$ cat src/rtl/mbist_pkg.sv
`timescale 1ns/1ps
package mbist_pkg;

  localparam int unsigned NUM_ELEM = 4;
  localparam int unsigned ELEM_W   = 2;
  localparam int unsigned OP_W     = 1;

  typedef enum logic [1:0] {
    OP_W0 = 2'd0,
    OP_R0 = 2'd1,
    OP_W1 = 2'd2,
    OP_R1 = 2'd3
  } mop_e;

  typedef enum logic [1:0] {
    ST_IDLE,
    ST_RUN,
    ST_DRAIN,
    ST_DONE
  } seq_st_e;

  // index of the last operation in an element
  function automatic logic [OP_W-1:0] elem_last_op(input logic [ELEM_W-1:0] e);
    case (e)
      2'd1, 2'd2: elem_last_op = 1'b1;
      default:    elem_last_op = 1'b0;
    endcase
  endfunction

  // descending order only for element 2; either-direction elements run up
  function automatic logic elem_desc(input logic [ELEM_W-1:0] e);
    elem_desc = (e == 2'd2);
  endfunction

  function automatic mop_e elem_op(input logic [ELEM_W-1:0] e, input logic [OP_W-1:0] o);
    case ({e, o})
      3'b000:  elem_op = OP_W0;
      3'b010:  elem_op = OP_R0;
      3'b011:  elem_op = OP_W1;
      3'b100:  elem_op = OP_R1;
      3'b101:  elem_op = OP_W0;
      3'b110:  elem_op = OP_R0;
      default: elem_op = OP_R0;
    endcase
  endfunction

endpackage

$ cat src/rtl/mbist_addr_gen.sv
`timescale 1ns/1ps
module mbist_addr_gen #(
  parameter int unsigned AW = 4
) (
  input  logic          clk_i,
  input  logic          rst_ni,
  input  logic          load_i,
  input  logic          load_desc_i,
  input  logic          step_i,
  input  logic          desc_i,
  output logic [AW-1:0] addr_o,
  output logic          last_o
);

  localparam logic [AW-1:0] ADDR_MIN = '0;
  localparam logic [AW-1:0] ADDR_MAX = '1;
  localparam logic [AW-1:0] ADDR_ONE = AW'(1);

  logic [AW-1:0] addr_q;

  always_ff @(posedge clk_i or negedge rst_ni) begin
    if (!rst_ni) begin
      addr_q <= ADDR_MIN;
    end else if (load_i) begin
      addr_q <= load_desc_i ? ADDR_MAX : ADDR_MIN;
    end else if (step_i) begin
      addr_q <= desc_i ? addr_q - ADDR_ONE : addr_q + ADDR_ONE;
    end
  end

  assign addr_o = addr_q;
  assign last_o = desc_i ? (addr_q == ADDR_MIN) : (addr_q == ADDR_MAX);

endmodule

$ cat src/rtl/mbist_seq.sv
`timescale 1ns/1ps
module mbist_seq (
  input  logic                         clk_i,
  input  logic                         rst_ni,
  input  logic                         start_i,
  input  logic                         addr_last_i,
  output logic                         active_o,
  output logic [mbist_pkg::ELEM_W-1:0] elem_o,
  output logic [mbist_pkg::OP_W-1:0]   op_o,
  output logic                         load_o,
  output logic                         load_desc_o,
  output logic                         step_o,
  output logic                         desc_o,
  output logic                         clear_o,
  output logic                         done_o
);

  localparam int unsigned EW = mbist_pkg::ELEM_W;
  localparam int unsigned OW = mbist_pkg::OP_W;
  localparam logic [EW-1:0] ELEM_FIRST = '0;
  localparam logic [EW-1:0] ELEM_LAST  = EW'(mbist_pkg::NUM_ELEM - 1);
  localparam logic [EW-1:0] ELEM_ONE   = EW'(1);
  localparam logic [OW-1:0] OP_ONE     = OW'(1);

  mbist_pkg::seq_st_e st_q, st_d;
  logic [EW-1:0] elem_q, elem_d;
  logic [OW-1:0] op_q, op_d;

  logic run, start_acc, op_last, elem_last, elem_adv;
  logic [EW-1:0] elem_nxt;

  assign run       = (st_q == mbist_pkg::ST_RUN);
  assign start_acc = (st_q == mbist_pkg::ST_IDLE) && start_i;
  assign op_last   = (op_q == mbist_pkg::elem_last_op(elem_q));
  assign elem_last = (elem_q == ELEM_LAST);
  assign elem_nxt  = elem_q + ELEM_ONE;
  assign elem_adv  = run && op_last && addr_last_i && !elem_last;

  always_comb begin
    st_d   = st_q;
    elem_d = elem_q;
    op_d   = op_q;
    unique case (st_q)
      mbist_pkg::ST_IDLE: begin
        if (start_i) begin
          st_d   = mbist_pkg::ST_RUN;
          elem_d = ELEM_FIRST;
          op_d   = '0;
        end
      end
      mbist_pkg::ST_RUN: begin
        if (!op_last) begin
          op_d = op_q + OP_ONE;
        end else begin
          op_d = '0;
          if (addr_last_i) begin
            if (elem_last) st_d = mbist_pkg::ST_DRAIN;
            else           elem_d = elem_nxt;
          end
        end
      end
      mbist_pkg::ST_DRAIN: st_d = mbist_pkg::ST_DONE;
      mbist_pkg::ST_DONE:  st_d = mbist_pkg::ST_IDLE;
      default:             st_d = mbist_pkg::ST_IDLE;
    endcase
  end

  always_ff @(posedge clk_i or negedge rst_ni) begin
    if (!rst_ni) begin
      st_q   <= mbist_pkg::ST_IDLE;
      elem_q <= ELEM_FIRST;
      op_q   <= '0;
    end else begin
      st_q   <= st_d;
      elem_q <= elem_d;
      op_q   <= op_d;
    end
  end

  assign active_o    = run;
  assign elem_o      = elem_q;
  assign op_o        = op_q;
  assign load_o      = start_acc || elem_adv;
  assign load_desc_o = start_acc ? mbist_pkg::elem_desc(ELEM_FIRST)
                                 : mbist_pkg::elem_desc(elem_nxt);
  assign step_o      = run && op_last && !addr_last_i;
  assign desc_o      = mbist_pkg::elem_desc(elem_q);
  assign clear_o     = start_acc;
  assign done_o      = (st_q == mbist_pkg::ST_DONE);

endmodule

$ cat src/rtl/mbist_datagen.sv
`timescale 1ns/1ps
module mbist_datagen #(
  parameter int unsigned DW = 8
) (
  input  logic                         active_i,
  input  logic [mbist_pkg::ELEM_W-1:0] elem_i,
  input  logic [mbist_pkg::OP_W-1:0]   op_i,
  output logic                         we_o,
  output logic                         re_o,
  output logic [DW-1:0]                wdata_o,
  output logic [DW-1:0]                exp_o
);

  localparam logic [DW-1:0] BG_ZERO = '0;
  localparam logic [DW-1:0] BG_ONE  = '1;

  mbist_pkg::mop_e op;

  assign op = mbist_pkg::elem_op(elem_i, op_i);

  always_comb begin
    we_o    = 1'b0;
    re_o    = 1'b0;
    wdata_o = BG_ZERO;
    exp_o   = BG_ZERO;
    if (active_i) begin
      unique case (op)
        mbist_pkg::OP_W0: we_o = 1'b1;
        mbist_pkg::OP_W1: begin
          we_o    = 1'b1;
          wdata_o = BG_ONE;
        end
        mbist_pkg::OP_R0: re_o = 1'b1;
        mbist_pkg::OP_R1: begin
          re_o  = 1'b1;
          exp_o = BG_ONE;
        end
        default: ;
      endcase
    end
  end

endmodule

$ cat src/rtl/mbist_cmp.sv
`timescale 1ns/1ps
module mbist_cmp #(
  parameter int unsigned AW = 4,
  parameter int unsigned DW = 8
) (
  input  logic                         clk_i,
  input  logic                         rst_ni,
  input  logic                         clear_i,
  input  logic                         re_i,
  input  logic [DW-1:0]                exp_i,
  input  logic [mbist_pkg::ELEM_W-1:0] elem_i,
  input  logic [mbist_pkg::OP_W-1:0]   op_i,
  input  logic [AW-1:0]                addr_i,
  input  logic [DW-1:0]                rdata_i,
  output logic                         fail_o,
  output logic [mbist_pkg::ELEM_W-1:0] err_elem_o,
  output logic [mbist_pkg::OP_W-1:0]   err_op_o,
  output logic [AW-1:0]                err_addr_o,
  output logic [DW-1:0]                err_exp_o,
  output logic [DW-1:0]                err_act_o
);

  localparam int unsigned EW = mbist_pkg::ELEM_W;
  localparam int unsigned OW = mbist_pkg::OP_W;

  // read context held for one cycle of RAM latency
  logic          rd_vld_q;
  logic [DW-1:0] exp_q;
  logic [EW-1:0] elem_q;
  logic [OW-1:0] op_q;
  logic [AW-1:0] addr_q;

  logic          fail_q;
  logic [EW-1:0] e_elem_q;
  logic [OW-1:0] e_op_q;
  logic [AW-1:0] e_addr_q;
  logic [DW-1:0] e_exp_q, e_act_q;

  logic mismatch;

  always_ff @(posedge clk_i or negedge rst_ni) begin
    if (!rst_ni) begin
      rd_vld_q <= 1'b0;
      exp_q    <= '0;
      elem_q   <= '0;
      op_q     <= '0;
      addr_q   <= '0;
    end else begin
      rd_vld_q <= re_i;
      if (re_i) begin
        exp_q  <= exp_i;
        elem_q <= elem_i;
        op_q   <= op_i;
        addr_q <= addr_i;
      end
    end
  end

  assign mismatch = rd_vld_q && (rdata_i != exp_q);

  always_ff @(posedge clk_i or negedge rst_ni) begin
    if (!rst_ni) begin
      fail_q   <= 1'b0;
      e_elem_q <= '0;
      e_op_q   <= '0;
      e_addr_q <= '0;
      e_exp_q  <= '0;
      e_act_q  <= '0;
    end else if (clear_i) begin
      fail_q   <= 1'b0;
      e_elem_q <= '0;
      e_op_q   <= '0;
      e_addr_q <= '0;
      e_exp_q  <= '0;
      e_act_q  <= '0;
    end else if (mismatch && !fail_q) begin
      fail_q   <= 1'b1;
      e_elem_q <= elem_q;
      e_op_q   <= op_q;
      e_addr_q <= addr_q;
      e_exp_q  <= exp_q;
      e_act_q  <= rdata_i;
    end
  end

  assign fail_o     = fail_q;
  assign err_elem_o = e_elem_q;
  assign err_op_o   = e_op_q;
  assign err_addr_o = e_addr_q;
  assign err_exp_o  = e_exp_q;
  assign err_act_o  = e_act_q;

endmodule

$ cat src/rtl/mbist_march_ctrl.sv
`timescale 1ns/1ps
module mbist_march_ctrl #(
  parameter int unsigned AW = 4,
  parameter int unsigned DW = 8
) (
  input  logic                         clk_i,
  input  logic                         rst_ni,
  input  logic                         start_i,
  output logic [AW-1:0]                ram_addr_o,
  output logic                         ram_we_o,
  output logic                         ram_re_o,
  output logic [DW-1:0]                ram_wdata_o,
  input  logic [DW-1:0]                ram_rdata_i,
  output logic                         done_o,
  output logic                         pass_o,
  output logic                         fail_o,
  output logic [mbist_pkg::ELEM_W-1:0] err_elem_o,
  output logic [mbist_pkg::OP_W-1:0]   err_op_o,
  output logic [AW-1:0]                err_addr_o,
  output logic [DW-1:0]                err_exp_o,
  output logic [DW-1:0]                err_act_o
);

  localparam int unsigned EW = mbist_pkg::ELEM_W;
  localparam int unsigned OW = mbist_pkg::OP_W;

  logic          active, load, load_desc, step, desc, addr_last, clear, done;
  logic [EW-1:0] elem;
  logic [OW-1:0] op;
  logic [AW-1:0] addr;
  logic [DW-1:0] exp_bg;
  logic          we, re, fail;

  mbist_seq i_seq (
    .clk_i       (clk_i),
    .rst_ni      (rst_ni),
    .start_i     (start_i),
    .addr_last_i (addr_last),
    .active_o    (active),
    .elem_o      (elem),
    .op_o        (op),
    .load_o      (load),
    .load_desc_o (load_desc),
    .step_o      (step),
    .desc_o      (desc),
    .clear_o     (clear),
    .done_o      (done)
  );

  mbist_addr_gen #(.AW(AW)) i_addr_gen (
    .clk_i       (clk_i),
    .rst_ni      (rst_ni),
    .load_i      (load),
    .load_desc_i (load_desc),
    .step_i      (step),
    .desc_i      (desc),
    .addr_o      (addr),
    .last_o      (addr_last)
  );

  mbist_datagen #(.DW(DW)) i_datagen (
    .active_i (active),
    .elem_i   (elem),
    .op_i     (op),
    .we_o     (we),
    .re_o     (re),
    .wdata_o  (ram_wdata_o),
    .exp_o    (exp_bg)
  );

  mbist_cmp #(.AW(AW), .DW(DW)) i_cmp (
    .clk_i      (clk_i),
    .rst_ni     (rst_ni),
    .clear_i    (clear),
    .re_i       (re),
    .exp_i      (exp_bg),
    .elem_i     (elem),
    .op_i       (op),
    .addr_i     (addr),
    .rdata_i    (ram_rdata_i),
    .fail_o     (fail),
    .err_elem_o (err_elem_o),
    .err_op_o   (err_op_o),
    .err_addr_o (err_addr_o),
    .err_exp_o  (err_exp_o),
    .err_act_o  (err_act_o)
  );

  assign ram_addr_o = addr;
  assign ram_we_o   = we;
  assign ram_re_o   = re;
  assign done_o     = done;
  assign fail_o     = fail;
  assign pass_o     = done && !fail;

endmodule

$ cat config.mk
export PLATFORM = sky130hd
export DESIGN_NAME = mbist_march_ctrl
export DESIGN_NICKNAME = d
export VERILOG_FILES = /design/src/rtl/mbist_pkg.sv /design/src/rtl/mbist_addr_gen.sv /design/src/rtl/mbist_seq.sv /design/src/rtl/mbist_datagen.sv /design/src/rtl/mbist_cmp.sv /design/src/rtl/mbist_march_ctrl.sv
export SDC_FILE = /design/constraint.sdc
export NUM_CORES = 1
export LEC_CHECK = 0
export BUFFER_PORTS_ARGS = -buffer_cell sky130_fd_sc_hd__buf_2
export CORE_ASPECT_RATIO = 1.25
export CORE_MARGIN = 2
export CORE_UTILIZATION = 48
export DETAILED_ROUTE_END_ITERATION = 6
export HOLD_SLACK_MARGIN = 0.1
export PLACE_DENSITY = 0.76
export SLEW_MARGIN = 25
export SYNTH_ARGS = -nofsm -noshare
export SYNTH_HDL_FRONTEND = slang
export SYNTH_SLANG_ARGS = --single-unit
$ cat constraint.sdc
create_clock -name clk_i -period 2.2 [get_ports clk_i]
set_input_delay 0.11 -clock clk_i [delete_from_list [all_inputs] [get_ports clk_i]]
set_output_delay 0.11 -clock clk_i [all_outputs]
set_load 0.1 [all_outputs]
==> impl_metrics.tcl, run 1 <==
set metrics [dict create \
    drt-pass1-iter-count 4 \
    max-vdd-ir-drop_uv 250 \
    status "finished clean" \
    cts_tree "yes" \
    worstMarginPinSlew_ns 0.784 \
    synth_edf_count 0 \
    drc 0 \
    syn_area_per_cell_um2 9.88 \
    multiInputGateArea_mm2 0.00101 \
    critPathKind "reg -> reg" \
    nets 281 \
    grt_first_pass_wirelength_um 7180 \
    clk_latency_ns 0.29 \
    post-route-util 0.604 \
    dp_hpwl_um 2990 \
    end_kind "flip-flop" \
    wirelength_um 4110 \
    maxSlewHeadroom 0.477 \
    finalInstanceArea_mm2 0.00250 \
    clock_skew_ns 0.00440 \
    clk_pin_slew_ns 0.07 \
    area_delta_synth_final_pct 20.3 \
    total_power_mw 1.24 \
    nFillCells 355 \
    cts_made_buffers 5 \
    ys_types 43 \
    vias 1644 \
    synth.cell_area_mm2 0.00207 \
    required_ns 2.38 \
    yosysTopAreaCell "dfrtp_1" \
    core_mm2 0.00413 \
    slew_violations 0 \
    min_path_type "in -> reg" \
    first_global_vias 1584 \
    min_period_ns 2.08 \
    cts-root-buf "clkbuf_8" \
    synthCells 210 \
    place_ws_ns 0.105 \
    ys.flop_type "dfrtp_1" \
    drt_iter0_markers 59 \
    post_drt_wl_per_cell_um 13.0 \
    placed_area_mm2 0.00232 \
    synth_sequential_area_ratio 0.422 \
    synth.top_cell.area_share 0.422 \
    hold_viol 0 \
    htree_levels 2 \
    die_x_um 62.8 \
    numClockSinks 35 \
    max-clock-path-buffers 2 \
    synthArstFlopShare 1.00 \
    grt_start_max_net_pins 36 \
    cp_data_arrival_time_ns 2.27 \
    critical_path.startpoint_type "flip-flop" \
    ys.warnings.count 0 \
    fmax_mhz 480 \
    p_per_area_mw_per_mm2 496 \
    diodes 0 \
    std_cell_rows 26 \
    drive_gt1_frac 0.375 \
    num_io_pins 51 \
    floorplan.initialDensity 0.502 \
    io_buffers 50 \
    die_area_mm2 0.00487 \
    leakage_nw 1.21 \
    gp_congestion 0.814 \
    grt_antenna_before_repair 0 \
    maxCapViolations 0 \
    vias_per_cell 5.22 \
    grt_use_total 0.182 \
    grt_overflow_total 0 \
    setup_ws_ns 0.115 \
    ys_ff_latch 35 \
    fin_crit_sh 0.948 \
    die_h_um 77.5 \
    cp_max_fo 6 \
    regArea_um2 880 \
    ant_nets 0 \
    yosys-top-cells-area "dfrtp_1, ha_1, nand2_1, buf_4, nand3_1" \
    synth_nets 232 \
    setup_viol 0 \
]
==> worst paths after layout <==
kind                                      start                   end  slack [ns]  depth (start not counted)
worst min register to register  i_cmp.addr_q[0]   i_cmp.err_addr_o[0]        0.50                          2
max in group asynchronous                rst_ni  i_addr_gen.addr_o[1]        1.23                          2
worst min-delay path             ram_rdata_i[7]    i_cmp.err_act_o[7]        0.10                          3
worst max register to register  i_seq.elem_o[0]  i_addr_gen.addr_o[3]        0.12                         10
min in group asynchronous                rst_ni    i_cmp.err_act_o[5]        0.44                          2
worst max-delay path            i_seq.elem_o[0]  i_addr_gen.addr_o[3]        0.12                         10
==> layout by cell type (no fill, tap or decap), drive strengths merged, types with 2 or more instances in the layout <==
cell type,instances
buf,58
dfrtp,35
nand2,29
o21ai,24
nand3,18
ha,11
inv,10
a21oi,10
mux2,7
dlygate4sd3,7
clkbuf,6
nor2,6
mux2i,3
nor3,3
xnor2,2
o21a,2
o22a,2
a22o,2
nor2b,2
nor4,2
==> what timing repair did <==
item | CTS | global route
buffers inserted | 0 | 1
hold endpoints to repair | 41 | 0
resized for setup | 0 | 2
endpoints found under the setup margin | 0 | 3
hold buffers | 7 | 0
==> per-layer routing <==
layer / vias up / wire length [um] / track usage
li1: 818 / - / -
met1: 783 / 1720 / 0.211
met2: 38 / 2170 / 0.331
met3: 5 / 163 / 0.0420
met4: 0 / 49 / 0.0533
met5: - / 0 / 0
==> critical path: stages, from the launching register on <==
cell	delay, ns
dfrtp_1	0.34
inv_1	0.07
ha_1	0.27
inv_1	0.05
ha_1	0.33
nand2_1	0.14
nor3_2	0.17
a311oi_2	0.05
buf_4	0.17
o21a_1	0.18
o22a_2	0.21
==> Yosys cell counts (4+ instances only) <==
master    count
nor2_1        6
a21oi_1      10
clkbuf_1      4
nand3_1      16
o21ai_0       7
ha_1         11
dfrtp_1      35
inv_1        10
o21ai_2       7
nand2_1      29
o21ai_1      10
mux2_2        7
buf_6         4
buf_4        14
==> power by group <==
part	total [mW]	internal (mW)	switching, mW
Sequential	0.656	0.651	0.00413
Combinational	0.115	0.0253	0.0901
Clock	0.466	0.245	0.221
Total	1.24	0.922	0.315
==> state kept, by name, summed over array words and instances (netlist names) <==
signal             count
i_cmp.addr_q           4
i_cmp.err_elem_o       2
i_cmp.op_q             1
i_cmp.err_op_o         1
i_seq.elem_o           2
i_cmp.exp_q            1
i_cmp.rd_vld_q         1
i_cmp.elem_q           2
i_addr_gen.addr_o      4
i_cmp.err_addr_o       4
i_seq.op_o             1
i_seq.st_q             2
i_cmp.fail_o           1
i_cmp.err_exp_o        1
i_cmp.err_act_o        8
==> area by class of cell <==
type / instances / area share
multi-input combinational: 142 / 0.406
clock inverter: 1 / 0.00201
tap: 56 / 0.0281
inverter: 10 / 0.0150
timing repair buffer: 65 / 0.163
sequential: 35 / 0.352
clock buffer: 6 / 0.0331
==> cell families (layout without fill, tap and decap cells) <==
| family | after synthesis | in the layout | synth area share |
|---|---|---|---|
| AO/OA/AOI/OAI | 47 | 47 | 0.161 |
| XOR/XNOR | 3 | 3 | 0.0127 |
| adder cells (fa/ha/maj) | 11 | 11 | 0.0663 |
| buffers and inverters | 33 | 82 | 0.100 |
| flip-flops | 35 | 35 | 0.422 |
| multiplexers | 10 | 10 | 0.0525 |
| AND/OR/NAND/NOR | 71 | 71 | 0.185 |
==> metrics by stage <==
stage | cells | hold slack [ns] | setup TNS, ns
2_1_floorplan | 210 | -0.186 | -0.0605
3_3_place_gp | 300 | 0.239 | 0
3_5_place_dp | 300 | 0.234 | 0
4_1_cts | 314 | 0.102 | 0
5_1_grt | 315 | 0.108 | -0.000134
6_report | 315 | 0.103 | 0
(Power assumes the default switching activity.)
==> run 2: changes to the inputs <==
--- a/config.mk
+++ b/config.mk
@@ -6,12 +6,14 @@
 export NUM_CORES = 1
 export LEC_CHECK = 0
 export BUFFER_PORTS_ARGS = -buffer_cell sky130_fd_sc_hd__buf_2
+export CELL_PAD_IN_SITES_DETAIL_PLACEMENT = 0
+export CELL_PAD_IN_SITES_GLOBAL_PLACEMENT = 1
 export CORE_ASPECT_RATIO = 1.25
 export CORE_MARGIN = 2
-export CORE_UTILIZATION = 48
+export CORE_UTILIZATION = 36
 export DETAILED_ROUTE_END_ITERATION = 6
 export HOLD_SLACK_MARGIN = 0.1
-export PLACE_DENSITY = 0.76
+export PLACE_DENSITY_LB_ADDON = 0.1
 export SLEW_MARGIN = 25
 export SYNTH_ARGS = -nofsm -noshare
 export SYNTH_HDL_FRONTEND = slang
==> run 2 against run 1 <==
Against the previous run: register-to-register slack about the same; sequential power hardly changed; largest cell class unchanged; wire length grew 11%; clock power up 2%; non-clock buffer count grew 3; die area increased by 31%; flip-flop and latch count did not move; sequential share of layout area down 0.49 points; via count down 0.85%.
==> impl_metrics.tcl, run 2 (synthesized netlist as in run 1, its figures left out) <==
set metrics [dict create \
    dp_hpwl_um 3160 \
    fmax_mhz 477 \
    drive_gt1_frac 0.378 \
    required_ns 2.38 \
    vias_per_cell 5.00 \
    drt-pass1-iter-count 4 \
    final_common_cell "buf_2" \
    total_power_mw 1.25 \
    std_cell_rows 30 \
    diodes 0 \
    grt-busiest-layer "met2" \
    ff2ff_path_depth 10 \
    critPathKind "reg -> reg" \
    setup_viol 0 \
    ant_nets 0 \
    nets 284 \
    clk_latency_ns 0.28 \
    vias 1630 \
    area_delta_synth_final_pct 22.0 \
    grtUsageMet2 0.272 \
    fin_setup_tns_ns 0 \
    hold_viol 0 \
    gp_congestion 0.789 \
    htree_levels 2 \
    grt_use_total 0.154 \
    maxSlewHeadroom 0.441 \
    grt_overflow_total 0 \
    cp_max_fo 6 \
    worstMarginPinSlew_ns 0.838 \
    die_x_um 71.9 \
    grt_start_max_net_pins 36 \
    whs_path_depth 3 \
    die_h_um 88.9 \
    post_drt_wl_per_cell_um 13.9 \
    max-vdd-ir-drop_uv 189 \
    largest_register_ffs 8 \
    drc 0 \
    die_area_mm2 0.00639 \
    setup_ws_ns 0.103 \
    drt_iter0_markers 50 \
    place_ws_ns 0.0845 \
    cts_made_buffers 5 \
    end_kind "flip-flop" \
    clock_skew_ns 0.00529 \
    grtUsageMet3 0.0319 \
    grt_antenna_before_repair 0 \
    slew_violations 0 \
    max-clock-path-buffers 2 \
    grtUsageMet1 0.189 \
    rsz0062_at_grt "true" \
    floorplan.initialDensity 0.379 \
    first_global_vias 1618 \
    status "finished clean" \
    p_per_area_mw_per_mm2 493 \
    maxCapViolations 0 \
    numClockSinks 35 \
    num_io_pins 51 \
    cp_data_arrival_time_ns 2.28 \
    grt_first_pass_wirelength_um 7650 \
    core_mm2 0.00548 \
    min_period_ns 2.10 \
    clk_pin_slew_ns 0.07 \
    leakage_nw 1.22 \
    min_path_type "in -> reg" \
    io_buffers 50 \
    most-common-layout-cells "buf_2, dfrtp_1, nand2_1" \
    critical_path.startpoint_type "flip-flop" \
    fin_crit_sh 0.953 \
    cts-root-buf "clkbuf_8" \
    cts_tree "yes" \
    wirelength_um 4540 \
]
==> run 2: routing by layer <==
layer  wire length, um  vias to the layer above
met5                 0                        -
met4                60                        0
met3               184                        5
met2              2210                       31
met1              2090                      774
li1                  -                      820
==> run 2: per-stage QoR <==
stage                      util  hold slack (ns)  cells  cell area [um^2]
final                     0.462            0.105    326              2530
after global routing      0.462            0.126    326              2530
after CTS                 0.457            0.104    325              2500
after detailed placement  0.426            0.273    310              2340
after global placement    0.426            0.256    310              2340
after floorplan               -           -0.186    210              2080
==> run 2: worst max-delay path, cell delays in order (launching register included) <==
cell and delay [ns]:
dfrtp_1 0.34, inv_1 0.09, ha_1 0.29, inv_1 0.05
ha_1 0.33, nand2_1 0.13, nor3_2 0.16, a311oi_2 0.05
buf_4 0.17, o21a_1 0.18, o22a_2 0.20
==> run 2: final timing paths <==
path                                  from              endpoint  slack (ns)
setup / recovery           i_seq.elem_o[0]  i_addr_gen.addr_o[3]        0.10
hold / removal              ram_rdata_i[7]    i_cmp.err_act_o[7]        0.10
setup reg to reg           i_seq.elem_o[0]  i_addr_gen.addr_o[3]        0.10
hold reg to reg                 i_cmp.op_q        i_cmp.err_op_o        0.50
max in group asynchronous           rst_ni  i_addr_gen.addr_o[0]        1.16
min in group asynchronous           rst_ni    i_cmp.err_act_o[6]        0.47
==> run 2: where the power goes <==
group	switching (mW)	leakage, nW	internal [mW]
clock	0.231	0.0470	0.246
sequential	0.00331	0.426	0.651
combinational	0.0905	0.742	0.0264
==> run 2: what timing repair did <==
item	CTS	global route
hold endpoints to repair	42	0
hold buffers	8	0
setup buffers	0	1
resized for setup	0	8
setup endpoints to repair	0	5
==> run 2: layout make-up <==
type	count	area, um^2
Fill cell	542	2950
Multi-Input combinational cell	142	1010
Sequential cell	35	880
Timing Repair Buffer	68	433
Clock buffer	6	82.6
Tap cell	64	80.1
Inverter	10	37.5
Clock inverter	1	5.00
==> run 3: changes to the inputs <==
--- a/config.mk
+++ b/config.mk
@@ -5,13 +5,14 @@
 export SDC_FILE = /design/constraint.sdc
 export NUM_CORES = 1
 export LEC_CHECK = 0
-export BUFFER_PORTS_ARGS = -buffer_cell sky130_fd_sc_hd__buf_2
+export ABC_AREA = 1
 export CELL_PAD_IN_SITES_DETAIL_PLACEMENT = 0
 export CELL_PAD_IN_SITES_GLOBAL_PLACEMENT = 1
 export CORE_ASPECT_RATIO = 1.25
 export CORE_MARGIN = 2
-export CORE_UTILIZATION = 36
+export CORE_UTILIZATION = 41
 export DETAILED_ROUTE_END_ITERATION = 6
+export DONT_BUFFER_PORTS = 1
 export HOLD_SLACK_MARGIN = 0.1
 export PLACE_DENSITY_LB_ADDON = 0.1
 export SLEW_MARGIN = 25
==> run 3 against run 2 <==
Against the previous run: clock skew decreased by 0.00075 ns; cell area decreased by 2.7%; setup slack got worse by 0.016 ns; clock-buffer cell count increased by 1; via count decreased by 0.67%; core utilization increased by 6.7 points; critical path depth decreased by 5; first-iteration DRC count increased by 56%; non-clock buffer count decreased by 25; area after synthesis decreased by 5.7%; wire length decreased by 3.5%.
==> impl_metrics.tcl, run 3 <==
set metrics [dict create \
    status "finished clean" \
    worst_r2r_endpoint "i_addr_gen.addr_o[1]" \
    drc 0 \
    max-clock-path-buffers 2 \
    maxCapViolations 0 \
    rsz0062_at_grt "false" \
    grt_first_pass_wirelength_um 7090 \
    finalInstanceArea_mm2 0.00246 \
    diodes 0 \
    drt-pass1-iter-count 4 \
    holdPathEnd "i_seq.op_o" \
    grt_start_max_net_pins 36 \
    slowest_stage "clkbuf_16" \
    worstMarginPinSlew_ns 0.812 \
    drive_gt1_frac 0.213 \
    multiInputGateArea_um2 828 \
    synthCells 235 \
    vias 1619 \
    ant_nets 0 \
    dp_hpwl_um 3150 \
    required_ns 2.09 \
    num_io_pins 51 \
    yosys-top-cells-area "dfrtp_1, ha_1, nand2_1, o21ai_0, inv_1" \
    synth.area.mux_share 0 \
    synth_edf_count 0 \
    path_cells "ha_4, inv_4, nor3_4, clkbuf_16, buf_16" \
    area_delta_synth_final_pct 26.0 \
    synth-xor-area-share 0.00896 \
    synth.most_common_cell "nand2_1" \
    hold_viol 0 \
    placed_area_mm2 0.00222 \
    setup_ws_ns 0.0873 \
    most-common-layout-cells "nand2_1, inv_1, dfrtp_1" \
    cts-root-buf "clkbuf_8" \
    synth_sequential_area_ratio 0.448 \
    first_global_vias 1566 \
    drt_iter0_markers 78 \
    fin_crit_sh 0.960 \
    synth_common_cells "nand2_1, dfrtp_1, inv_1" \
    synth.cell_area_mm2 0.00196 \
    std_cell_rows 28 \
    grt_overflow_total 0 \
    dp.cells 307 \
    clk_pin_slew_ns 0.07 \
    min_period_ns 2.11 \
    synth_simple_gate_area_share 0.206 \
    die_area_mm2 0.00534 \
    whs_path_depth 3 \
    gp_congestion 0.901 \
    synth_nets 257 \
    cp-startpoint "i_seq.st_q[0]" \
    htree_levels 2 \
    fmax_mhz 473 \
    wirelength_um 4380 \
    end_kind "primary output" \
    clk_latency_ns 0.29 \
    cts_made_buffers 5 \
    grt_antenna_before_repair 0 \
    numClockSinks 35 \
    post_drt_wl_per_cell_um 13.4 \
    post-route-util 0.529 \
    largest_register_ffs 8 \
    critical_path.startpoint_type "flip-flop" \
    hold_start "start_i" \
    yosysTopAreaCell "dfrtp_1" \
    synth_compound_area_frac 0.121 \
    core_mm2 0.00466 \
    yosys.area_share.adder 0.0704 \
    critPathKind "reg -> out" \
    grt_use_total 0.178 \
    nFillCells 450 \
    synthArstFlopShare 1.00 \
    maxSlewHeadroom 0.463 \
    cpPeakStageDelay_ns 0.58 \
    vias_per_cell 4.95 \
    die_h_um 81.2 \
    slew_violations 0 \
    synth_top_family_by_area "simple AND/OR/NAND/NOR gates" \
    final_cells 327 \
    cp_max_fo 8 \
    min_path_type "in -> reg" \
    ys.flop_type "dfrtp_1" \
    cp_data_arrival_time_ns 2.00 \
    setup_viol 0 \
    io_buffers 0 \
    ys_types 28 \
    clock_skew_ns 0.00454 \
    nets 288 \
    floorplan.initialDensity 0.420 \
    worstReg2RegStart "i_seq.elem_o[0]" \
    ys.warnings.count 0 \
    ff2ff_path_depth 11 \
    place_ws_ns 0.248 \
    ys_ff_latch 35 \
    synth.top_cell.area_share 0.448 \
    regArea_um2 880 \
    syn_area_per_cell_um2 8.32 \
    r2r_setup_slack_ns 0.22 \
    final_common_cell "nand2_1" \
    die_x_um 65.8 \
    cts_tree "yes" \
]
==> run 3: cell types whose count changed after synthesis, moves of 4 or more <==
cell / previous run / this run
nand3_1: 16 / 24
o21ai_0: 7 / 27
nor2_1: 6 / 15
clkbuf_1: 4 / 0
inv_1: 10 / 35
nand2_1: 29 / 36
o21ai_1: 10 / 3
a21oi_1: 10 / 6
o21ai_2: 7 / 1
mux2_2: 7 / 0
==> run 3: area by class of cell <==
| cell class | instances | share of cell area |
|---|---|---|
| clock inverter | 1 | 0.00203 |
| multi-input combinational | 144 | 0.336 |
| timing repair buffer | 43 | 0.182 |
| clock buffer | 7 | 0.0350 |
| tap | 60 | 0.0305 |
| sequential | 35 | 0.357 |
| inverter | 37 | 0.0574 |
==> run 3: kinds of logic after synthesis <==
logic type | Yosys count
adders and majority gates | 11
xor gates and xnor gates | 2
buffers and inverters | 56
DFF | 35
and+or+nand+nor | 89
AOI/OAI and AO/OA | 42
==> run 3: layer usage <==
metal / global-route usage / share of wire
met2: 0.315 / 0.50
met1: 0.196 / 0.41
met4: 0.0917 / 0.027
met3: 0.0416 / 0.062
met5: 0 / 0
==> run 3: worst max path at each step <==
stage	end	slack, ns	depth (start not counted)
after global placement	ram_wdata_o[2]	0.31	6
final	ram_wdata_o[7]	0.09	5
after detailed placement	i_addr_gen.addr_o[1]	0.25	11
after CTS	ram_wdata_o[7]	0.0003	6
after global routing	ram_wdata_o[2]	0.004	5
after floorplan	ram_wdata_o[1]	-0.05	5
==> run 3: what timing repair did <==
item / CTS / global route
hold buffers: 10 / 0
resized for setup: 5 / 2
hold endpoints to repair: 43 / 0
gates cloned: 0 / 0
setup buffers: 1 / 1
pin swaps: 1 / 0
setup endpoints to repair: 2 / 2
==> run 3: stage by stage <==
stage | hold WS (ns) | setup TNS, ns
global route | 0.216 | 0
finish | 0.136 | 0
detailed placement | -0.184 | 0
global placement | -0.185 | 0
floorplan | -0.186 | -0.374
CTS | 0.117 | 0
==> run 3: critical path: cells and delay by family (launching register included) <==
family                   cells  cell delay (ns)
flip-flops                   1             0.45
adder cells (fa/ha/maj)      1             0.18
AND/OR/NAND/NOR              1             0.19
buffers and inverters        3             0.88
Power of run 3 is not shown: default switching activity piles up to over one toggle a cycle in this logic, so the estimate is an artifact.
